===== config.mk =====
export PLATFORM = sky130hd
export DESIGN_NAME = wk_wakeup_scoreboard
export DESIGN_NICKNAME = d
export VERILOG_FILES = /design/src/rtl/wk_pkg.sv /design/src/rtl/wk_pick_free.sv /design/src/rtl/wk_scoreboard.sv /design/src/rtl/wk_entry.sv /design/src/rtl/wk_wakeup_scoreboard.sv
export SDC_FILE = /design/constraint.sdc
export NUM_CORES = 2
export LEC_CHECK = 0
export BUFFER_PORTS_ARGS = -buffer_cell sky130_fd_sc_hd__buf_2
export CAP_MARGIN = 25
export CELL_PAD_IN_SITES_DETAIL_PLACEMENT = 0
export CELL_PAD_IN_SITES_GLOBAL_PLACEMENT = 1
export CORE_MARGIN = 4
export CORE_UTILIZATION = 55
export CTS_BUF_LIST = sky130_fd_sc_hd__clkbuf_16
export CTS_CLUSTER_DIAMETER = 200
export DETAILED_ROUTE_END_ITERATION = 10
export PLACE_DENSITY = 0.88
export SLEW_MARGIN = 30
export SYNTH_ARGS = -nofsm -noshare
export SYNTH_HDL_FRONTEND = slang
export SYNTH_SLANG_ARGS = --single-unit

===== constraint.sdc =====
create_clock -name clk -period 6.8 [get_ports clk]
set_input_delay 0.68 -clock clk [delete_from_list [all_inputs] [get_ports clk]]
set_output_delay 0.68 -clock clk [all_outputs]
set_load 0.01 [all_outputs]

===== src/rtl/wk_pkg.sv =====
package wk_pkg;
    typedef enum logic [1:0] {
        ENT_FREE  = 2'd0,
        ENT_WAIT  = 2'd1,
        ENT_HOLD  = 2'd2,
        ENT_READY = 2'd3
    } ent_state_t;
endpackage


===== src/rtl/wk_pick_free.sv =====
module wk_pick_free #(
    parameter int NUM_ENTRIES = 16,
    localparam int IDX_W = $clog2(NUM_ENTRIES)
) (
    input  logic [NUM_ENTRIES-1:0] busy,
    output logic                   found,
    output logic [IDX_W-1:0]       idx
);
    // lowest index wins: scan downward so the last hit is the smallest
    always_comb begin
        found = 1'b0;
        idx   = '0;
        for (int i = NUM_ENTRIES - 1; i >= 0; i--) begin
            if (!busy[i]) begin
                found = 1'b1;
                idx   = IDX_W'(i);
            end
        end
    end
endmodule


===== src/rtl/wk_scoreboard.sv =====
module wk_scoreboard #(
    parameter int NUM_ENTRIES = 16,
    parameter int NUM_PREGS   = 64,
    localparam int IDX_W  = $clog2(NUM_ENTRIES),
    localparam int RIDX_W = $clog2(NUM_PREGS)
) (
    input  logic                   clk,
    input  logic                   rst_n,
    input  logic                   flush,
    input  logic                   alloc_fire,
    input  logic [IDX_W-1:0]       alloc_idx,
    input  logic                   add0,
    input  logic [RIDX_W-1:0]      add0_reg,
    input  logic                   add1,
    input  logic [RIDX_W-1:0]      add1_reg,
    input  logic                   dst_set,
    input  logic [RIDX_W-1:0]      dst_reg,
    input  logic                   cpl_hit,
    input  logic [RIDX_W-1:0]      cpl_reg,
    output logic [NUM_PREGS-1:0]   reg_ready,
    output logic [NUM_ENTRIES-1:0] wake_vec
);
    // per-register list of dependent entries, kept as an entry bitmask
    logic [NUM_ENTRIES-1:0] dep_q [NUM_PREGS];

    always_ff @(posedge clk or negedge rst_n) begin
        if (!rst_n) begin
            reg_ready <= '1;
            for (int r = 0; r < NUM_PREGS; r++) dep_q[r] <= '0;
        end else if (flush) begin
            reg_ready <= '1;
            for (int r = 0; r < NUM_PREGS; r++) dep_q[r] <= '0;
        end else begin
            if (cpl_hit) begin
                reg_ready[cpl_reg] <= 1'b1;
                dep_q[cpl_reg]     <= '0;
            end
            if (alloc_fire && add0) dep_q[add0_reg][alloc_idx] <= 1'b1;
            if (alloc_fire && add1) dep_q[add1_reg][alloc_idx] <= 1'b1;
            // a new producer overrides a completion of the same register
            if (dst_set) reg_ready[dst_reg] <= 1'b0;
        end
    end

    assign wake_vec = cpl_hit ? dep_q[cpl_reg] : '0;
endmodule


===== src/rtl/wk_entry.sv =====
module wk_entry
    import wk_pkg::*;
#(
    parameter int TAG_W = 7,
    parameter int SEQ_W = 8
) (
    input  logic             clk,
    input  logic             rst_n,
    input  logic             flush,
    input  logic             alloc_here,
    input  logic             alloc_mem,
    input  logic             alloc_nonspec,
    input  logic [SEQ_W-1:0] alloc_seq,
    input  logic             pend0,
    input  logic [TAG_W-1:0] tag0,
    input  logic             pend1,
    input  logic [TAG_W-1:0] tag1,
    input  logic             wake,
    input  logic [TAG_W-1:0] wake_tag,
    input  logic             rel_valid,
    input  logic [SEQ_W-1:0] rel_seq,
    input  logic             grant_here,
    output logic             busy,
    output logic             rdy_alu,
    output logic             rdy_mem
);
    ent_state_t       st_q, st_n;
    logic             w0_q, w0_n, w1_q, w1_n;
    logic [TAG_W-1:0] t0_q, t1_q;
    logic [SEQ_W-1:0] seq_q;
    logic             mem_q;

    // state register
    always_ff @(posedge clk or negedge rst_n) begin
        if (!rst_n) begin
            st_q <= ENT_FREE;
            w0_q <= 1'b0;
            w1_q <= 1'b0;
        end else begin
            st_q <= st_n;
            w0_q <= w0_n;
            w1_q <= w1_n;
        end
    end

    // payload captured at allocation
    always_ff @(posedge clk or negedge rst_n) begin
        if (!rst_n) begin
            t0_q  <= '0;
            t1_q  <= '0;
            seq_q <= '0;
            mem_q <= 1'b0;
        end else if (alloc_here) begin
            t0_q  <= tag0;
            t1_q  <= tag1;
            seq_q <= alloc_seq;
            mem_q <= alloc_mem;
        end
    end

    // next state
    always_comb begin
        st_n = st_q;
        w0_n = w0_q;
        w1_n = w1_q;
        if (wake && w0_q && (t0_q == wake_tag)) w0_n = 1'b0;
        if (wake && w1_q && (t1_q == wake_tag)) w1_n = 1'b0;
        unique case (st_q)
            ENT_FREE: begin
                if (alloc_here) begin
                    w0_n = pend0 && !alloc_nonspec;
                    w1_n = pend1 && !alloc_nonspec;
                    if (alloc_nonspec)       st_n = ENT_HOLD;
                    else if (pend0 || pend1) st_n = ENT_WAIT;
                    else                     st_n = ENT_READY;
                end
            end
            ENT_WAIT:  if (!w0_n && !w1_n) st_n = ENT_READY;
            ENT_HOLD:  if (rel_valid && (rel_seq == seq_q)) st_n = ENT_READY;
            ENT_READY: if (grant_here) st_n = ENT_FREE;
            default:   st_n = ENT_FREE;
        endcase
        if (flush) begin
            st_n = ENT_FREE;
            w0_n = 1'b0;
            w1_n = 1'b0;
        end
    end

    // outputs
    always_comb begin
        busy    = (st_q != ENT_FREE);
        rdy_alu = (st_q == ENT_READY) && !mem_q;
        rdy_mem = (st_q == ENT_READY) && mem_q;
    end
endmodule


===== src/rtl/wk_wakeup_scoreboard.sv =====
module wk_wakeup_scoreboard #(
    parameter int NUM_ENTRIES = 16,
    parameter int NUM_PREGS   = 64,
    parameter int TAG_W       = $clog2(NUM_PREGS) + 1,
    parameter int SEQ_W       = 8,
    localparam int IDX_W  = $clog2(NUM_ENTRIES),
    localparam int CNT_W  = $clog2(NUM_ENTRIES + 1),
    localparam int RIDX_W = $clog2(NUM_PREGS)
) (
    input  logic                   clk,
    input  logic                   rst_n,
    input  logic                   flush,
    input  logic                   alloc_valid,
    input  logic [SEQ_W-1:0]       alloc_seq,
    input  logic                   alloc_src0_vld,
    input  logic [TAG_W-1:0]       alloc_src0_tag,
    input  logic                   alloc_src1_vld,
    input  logic [TAG_W-1:0]       alloc_src1_tag,
    input  logic                   alloc_dst_vld,
    input  logic [TAG_W-1:0]       alloc_dst_tag,
    input  logic                   alloc_mem,
    input  logic                   alloc_nonspec,
    output logic [IDX_W-1:0]       alloc_idx,
    input  logic                   cpl_valid,
    input  logic [TAG_W-1:0]       cpl_tag,
    input  logic                   rel_valid,
    input  logic [SEQ_W-1:0]       rel_seq,
    input  logic                   grant_valid,
    input  logic [IDX_W-1:0]       grant_idx,
    output logic [NUM_ENTRIES-1:0] ready_vec,
    output logic [NUM_ENTRIES-1:0] mem_ready_vec,
    output logic [CNT_W-1:0]       free_count,
    output logic                   full
);
    localparam logic [TAG_W-1:0] TAG_LIM = TAG_W'(NUM_PREGS);

    logic [NUM_ENTRIES-1:0] busy, wake_vec;
    logic [NUM_PREGS-1:0]   reg_ready;
    logic                   found, alloc_fire, cpl_hit;
    logic                   s0_in, s1_in, d_in, pend0, pend1;

    always_comb begin
        cpl_hit    = cpl_valid && (cpl_tag < TAG_LIM);
        s0_in      = alloc_src0_vld && (alloc_src0_tag < TAG_LIM);
        s1_in      = alloc_src1_vld && (alloc_src1_tag < TAG_LIM);
        d_in       = alloc_dst_vld && (alloc_dst_tag < TAG_LIM);
        // pending unless ready in the scoreboard or completing right now
        pend0      = s0_in && !reg_ready[alloc_src0_tag[RIDX_W-1:0]]
                     && !(cpl_hit && (cpl_tag == alloc_src0_tag));
        pend1      = s1_in && !reg_ready[alloc_src1_tag[RIDX_W-1:0]]
                     && !(cpl_hit && (cpl_tag == alloc_src1_tag));
        alloc_fire = alloc_valid && found && !flush;
        full       = !found;
    end

    always_comb begin
        free_count = '0;
        for (int i = 0; i < NUM_ENTRIES; i++)
            free_count = free_count + (busy[i] ? CNT_W'(0) : CNT_W'(1));
    end

    wk_pick_free #(.NUM_ENTRIES(NUM_ENTRIES)) pick_i (
        .busy  (busy),
        .found (found),
        .idx   (alloc_idx)
    );

    wk_scoreboard #(.NUM_ENTRIES(NUM_ENTRIES), .NUM_PREGS(NUM_PREGS)) sb_i (
        .clk        (clk),
        .rst_n      (rst_n),
        .flush      (flush),
        .alloc_fire (alloc_fire),
        .alloc_idx  (alloc_idx),
        .add0       (pend0 && !alloc_nonspec),
        .add0_reg   (alloc_src0_tag[RIDX_W-1:0]),
        .add1       (pend1 && !alloc_nonspec),
        .add1_reg   (alloc_src1_tag[RIDX_W-1:0]),
        .dst_set    (alloc_fire && d_in),
        .dst_reg    (alloc_dst_tag[RIDX_W-1:0]),
        .cpl_hit    (cpl_hit),
        .cpl_reg    (cpl_tag[RIDX_W-1:0]),
        .reg_ready  (reg_ready),
        .wake_vec   (wake_vec)
    );

    for (genvar g = 0; g < NUM_ENTRIES; g++) begin : g_ent
        wk_entry #(.TAG_W(TAG_W), .SEQ_W(SEQ_W)) ent_i (
            .clk           (clk),
            .rst_n         (rst_n),
            .flush         (flush),
            .alloc_here    (alloc_fire && (alloc_idx == IDX_W'(g))),
            .alloc_mem     (alloc_mem),
            .alloc_nonspec (alloc_nonspec),
            .alloc_seq     (alloc_seq),
            .pend0         (pend0),
            .tag0          (alloc_src0_tag),
            .pend1         (pend1),
            .tag1          (alloc_src1_tag),
            .wake          (wake_vec[g]),
            .wake_tag      (cpl_tag),
            .rel_valid     (rel_valid),
            .rel_seq       (rel_seq),
            .grant_here    (grant_valid && (grant_idx == IDX_W'(g))),
            .busy          (busy[g]),
            .rdy_alu       (ready_vec[g]),
            .rdy_mem       (mem_ready_vec[g])
        );
    end
endmodule


Yosys cells after proc, flatten, opt, wreduce, memory -nomap -nowiden
Cells that the tools add are included.
{ "totals": {"register_bits": 1520, "inputBits": 60} }
{ "classes": {"n_lt_le_gt_ge": 18, "n_eq_ne": 192, "n_reduce_logical": 289, "bitwise": 10, "n_addsub": 15, "muxes": 304} }
{ "op_table": {"columns": ["op", "count"], "rows": [
  ["$mux 1024", 6],
  ["$or 1024x1024->1024", 2],
  ["$and 1024x1024->1024", 1],
  ["$not 1024->1024", 1],
  ["$demux 16 s6", 3],
  ["$mux 64", 4],
  ["$eq 7x7->1", 34],
  ["$ne 3x2->1 const B", 64],
  ["$logic_and 1x1->1", 183],
  ["$mux 1", 165],
  ["$mux 2", 82],
  ["$eq 8x8->1", 16],
  ["$pmux 2 s4", 16],
  ["$bmux 16 s6", 1],
  ["$mux 16", 6],
  ["$and 64x64->64", 1],
  ["$eq 2x2->1 const B", 32],
  ["$eq 4x4->1 const B", 16],
  ["$mux 4", 16],
  ["$not 64->64", 1],
  ["$or 64x64->64", 1],
  ["$reduce_and 4->1", 16],
  ["$add 5x1->5", 11],
  ["$logic_not 1->1", 55],
  ["other kinds (23)", 95]
]} }

Depth between registers and ports, before layout
{ "logic_depth": {"word_depth": 29, "depth_mapped": 17} }

By module
From an unflattened synthesis, not the netlist that was laid out.
{ "hier_totals": {"hier_cells": 6876, "area_unflattened_um2": 75567.5} }
{ "by_module_without_submodules": {"columns": ["module", "seq_area_each_um2", "cells_each", "area_per_inst_um2", "n_inst"], "rows": [
  ["wk_scoreboard", 27306.2, 4783, 50732.4, 1],
  ["wk_entry", 675.6, 115, 1418.9, 16],
  ["wk_wakeup_scoreboard", 0.0, 219, 1966.9, 1],
  ["wk_pick_free", 0.0, 34, 166.4, 1]
]} }

Least setup slack after synthesis
Ideal clock, no wire load.
{ "synth_timing": {"path_kind": "register to output", "from": "register g_ent[11].ent_i.st_q[0]", "to": "output free_count[4]", "path_buffers": 1, "required_time_ns": 6.120, "t_arrival_ns": 3.785, "slack_ns": 2.335, "path_stages_with_launch": 15, "cell_sequence": "dfrtp_1 > inv_1 > ha_1 > buf_2 > inv_1 > fa_1 > fa_1 > fa_1 > fa_1 > inv_1 > ha_1 > inv_1 > fa_1 > nor2b_1 > o21a_1"} }
{ "synth_via": {"elab_chain_cells": 7} }
{ "synth_lines": {"columns": ["item", "line_no", "text"], "rows": [
  ["start, declared", "wk_entry.sv:27", "ent_state_t st_q, st_n;"],
  ["start signal, assigned", "wk_entry.sv:40", "st_q <= st_n;"],
  ["$reduce_bool 2->1", "wk_entry.sv:92", "busy = (st_q != ENT_FREE);"],
  ["$mux 1", "wk_wakeup_scoreboard.sv:59", "free_count = free_count + (busy[i] ? CNT_W'(0) : CNT_W'(1));"],
  ["$add 5x1->5 (5 in a row)", "wk_wakeup_scoreboard.sv:59", null],
  ["end, declared", "wk_wakeup_scoreboard.sv:32", "output logic [CNT_W-1:0] free_count,"]
]} }
Every way passes these cells.

Final worst setup path
{ "layout_timing": {"from": "register g_ent[13].ent_i.st_q[0]", "to": "output free_count[2]"} }
{ "layout_via": {"elab_chain_cells": 5} }
{ "layout_lines": {"columns": ["item", "line_no"], "rows": [
  ["start, declared", "wk_entry.sv:27"],
  ["start signal, assigned", "wk_entry.sv:40"],
  ["$reduce_bool 2->1", "wk_entry.sv:92"],
  ["$mux 1", "wk_wakeup_scoreboard.sv:59"],
  ["$add 5x1->5 (3 in a row)", "wk_wakeup_scoreboard.sv:59"]
]} }
Every way passes these cells.

==> results.yml <==
routing:
  wl_per_cell_um: 31.1
  first_iter_violations: 8202
  drt-vias-per-instance: 6.82
  vias: 61000
  ant_nets: 0
  drcViolationCount: 0
  drt_first_pass_iters: 8
  wl_mm: 278
setup_path:
  path_delay_family: "adder cells"
  crit_path_end: "free_count[2]"
  cp_max_fo: 6
  path_depth: 13
  cp.buffers_inverters: 5
  critPathArrivalTime_ns: 5.10
  rrSetupSlack_ns: 1.35
  end_kind: "primary output"
  cp_slowest_stage_delay_ns: 0.55
  path_class: "reg2out"
  worstReg2RegStart: "g_ent[12].ent_i.st_q[0]"
  reg2reg_depth: 9
  r2r_end: "sb_i.dep_q[99]"
  cp-startpoint: "g_ent[13].ent_i.st_q[0]"
  crit_top_cell: "fa_1"
  crit_chain: "inv_1, ha_1, inv_1, fa_1, fa_1, fa_1, fa_1, inv_1, ha_1, inv_1, fa_1, xnor2_1, buf_2"
  slowest_stage: "fa_1"
  start_kind: "flip-flop"
  crit_required_ns: 6.12
synthesis:
  yosysUniqueCellTypes: 94
  synth_top_cell_by_area: "dfrtp_1"
  ys_warn_count: 0
  yosys-top-cells-count: "dfrtp_1, nand2_1, o21ai_0"
  synth_ff_type: "dfrtp_1"
  ys_seq_area_frac: 0.515
  ys_top_cells_by_area: "dfrtp_1, nand2_1, o21ai_0, mux2_2, mux4_2"
  ys_seq_elements: 1520
  synthesis.area_um2: 74000
  syn_avg_cell_area_um2: 10.4
  yosysMostFrequentCell: "dfrtp_1"
  syn_nets: 7266
  async_flop_share: 1.00
  yosysTopAreaCellShare: 0.493
  synth_edf_count: 0
  synthCells: 7123
floorplan:
  die_width_um: 375
  coreArea_um2: 133000
  start_util: 0.554
  die-area_um2: 140000
  die_y_um: 375
  rows: 134
  ioPinCount: 102
timing:
  timing.fmax_ghz: 0.173
  clock_skew_ns: 0.0343
  tns_ns: 0
  tightestPinTransition_ns: 1.11
  period_minus_slack_ns: 5.78
  hold_viol_final: 0
  rsz0062_at_grt: "no"
  finalCritPeriodShare: 0.851
  relSlewSlack: 0.242
  final-max-slew-violation-count: 0
  setup_viol_count_final: 0
power:
  power.density_nw_per_um2: 287
  power.total_mw: 23.4
  leakagePower_nw: 36.2
  irDropWorstVdd_mv: 0.691
global_route:
  grt_pass1_vias: 58900
  grt.met2_usage: 0.558
  overflow: 0
  grt_first_pass_wirelength_mm: 404
  met3_usage: 0.146
  grt_max_degree: 179
  antenna_found_initial: 14
  grtUsageMet1: 0.502
  track_usage: 0.389
  busiest_layer: "met2"
cells_and_area:
  drive_gt1_frac: 0.181
  num-fill-cells: 10900
  final_cells: 8933
  register_area_um2: 38100
  nets: 7156
  final_util: 0.610
  area_growth_pct: 10.1
  multi_input_area_um2: 33100
clock_network:
  numCtsBuffers: 162
  root_buffer: "clkbuf_16"
  cts_tree: "built"
  clock_path_buffers: 3
  h-tree-depth: 4
  cts_setup_buffers: 0
  clock_latency_ns: 0.82
  clk_pin_slew_ns: 0.06
  holdBufCountCts: 1
  clock-sinks: 1520
  postCtsResizedCells: 0
place:
  place_inst: 8613
  dpl.hpwl_mm: 178
  gp_congestion: 1.03
  io_buffers: 101
job:
  maxCapViolations: 0
outcome:
  status: "finished, final reports clean"
hold_path:
  hp-class: "in2reg"
## worst min path at each step
stage | startpoint | to | cells past startpoint
global placement | g_ent[5].ent_i.t1_q[6] | g_ent[5].ent_i.t1_q[6] | 2
floorplan | rst_n | g_ent[0].ent_i.mem_q | 0
finish | alloc_dst_tag[1] | sb_i.reg_ready[61] | 3
detailed placement | g_ent[5].ent_i.t0_q[6] | g_ent[5].ent_i.t0_q[6] | 2
global route | alloc_dst_tag[1] | sb_i.reg_ready[61] | 3
CTS | alloc_dst_tag[1] | sb_i.reg_ready[61] | 3
## where the power goes
part	total (mW)	switching [mW]	internal (mW)
registers	9.69	0.271	9.42
logic	5.18	3.28	1.90
clock network	8.52	3.86	4.66
total	23.4	7.41	16.0
## stage by stage
step / cell area (um^2) / setup slack [ns] / hold slack (ns)
detailed placement: 76200 / 1.15 / 0.456
global route: 81400 / 0.836 / 0.223
global placement: 76200 / 1.25 / 0.451
CTS: 81200 / 0.984 / 0.130
finish: 81400 / 1.02 / 0.179
floorplan: 74000 / 2.33 / 0.384
## metal layers
layer  routed length [um]  vias to the layer above  share of wire
li1                     -                    24900              -
met1               103000                    30800           0.37
met2               118000                     4243           0.42
met3                36100                     1013           0.13
met4                20600                        8          0.074
met5                  138                        -        0.00050
## tightest hold or removal path, stage by stage
cell     delay [ns]
buf_2          0.11
o32ai_1        0.09
nand2_1        0.06
## kinds of logic after synthesis
family          synth area share
mux                        0.107
simple gates               0.118
xor+xnor                  0.0425
buf+inv                   0.0421
compound gates             0.160
flops                      0.515
fa+ha+maj                 0.0150
## cell usage in the layout (no fill, tap or decap), types with 95 or more instances in the layout
cell type	Yosys	layout
a21oi_1	121	120
a22o_1	145	145
buf_2	101	95
buf_4	52	213
clkbuf_16	0	162
dfrtp_1	1456	1456
inv_1	78	122
mux2_2	351	351
mux2i_1	144	144
mux4_2	111	111
nand2_1	1367	1351
nor2_1	218	192
o21ai_0	911	909
xnor2_1	136	136
xor2_1	223	223
## cell type report
| type | count | area share |
|---|---|---|
| sequential | 1520 | 0.468 |
| multi-input combinational | 4911 | 0.407 |
| clock buffer | 162 | 0.0498 |
| timing repair buffer | 336 | 0.0319 |
| tap | 1768 | 0.0272 |
| clock inverter | 137 | 0.0117 |
| inverter | 82 | 0.00378 |
| antenna | 17 | 0.000523 |
## flip-flops by register name, indices dropped and copies added, names as in the netlist
name / cells
sb_i.reg_ready: 64
g_ent.ent_i.w1_q: 16
g_ent.ent_i.t1_q: 112
g_ent.ent_i.mem_q: 16
sb_i.dep_q: 1024
g_ent.ent_i.seq_q: 128
g_ent.ent_i.t0_q: 112
g_ent.ent_i.w0_q: 16
g_ent.ent_i.st_q: 32
(Power assumes the default switching activity.)
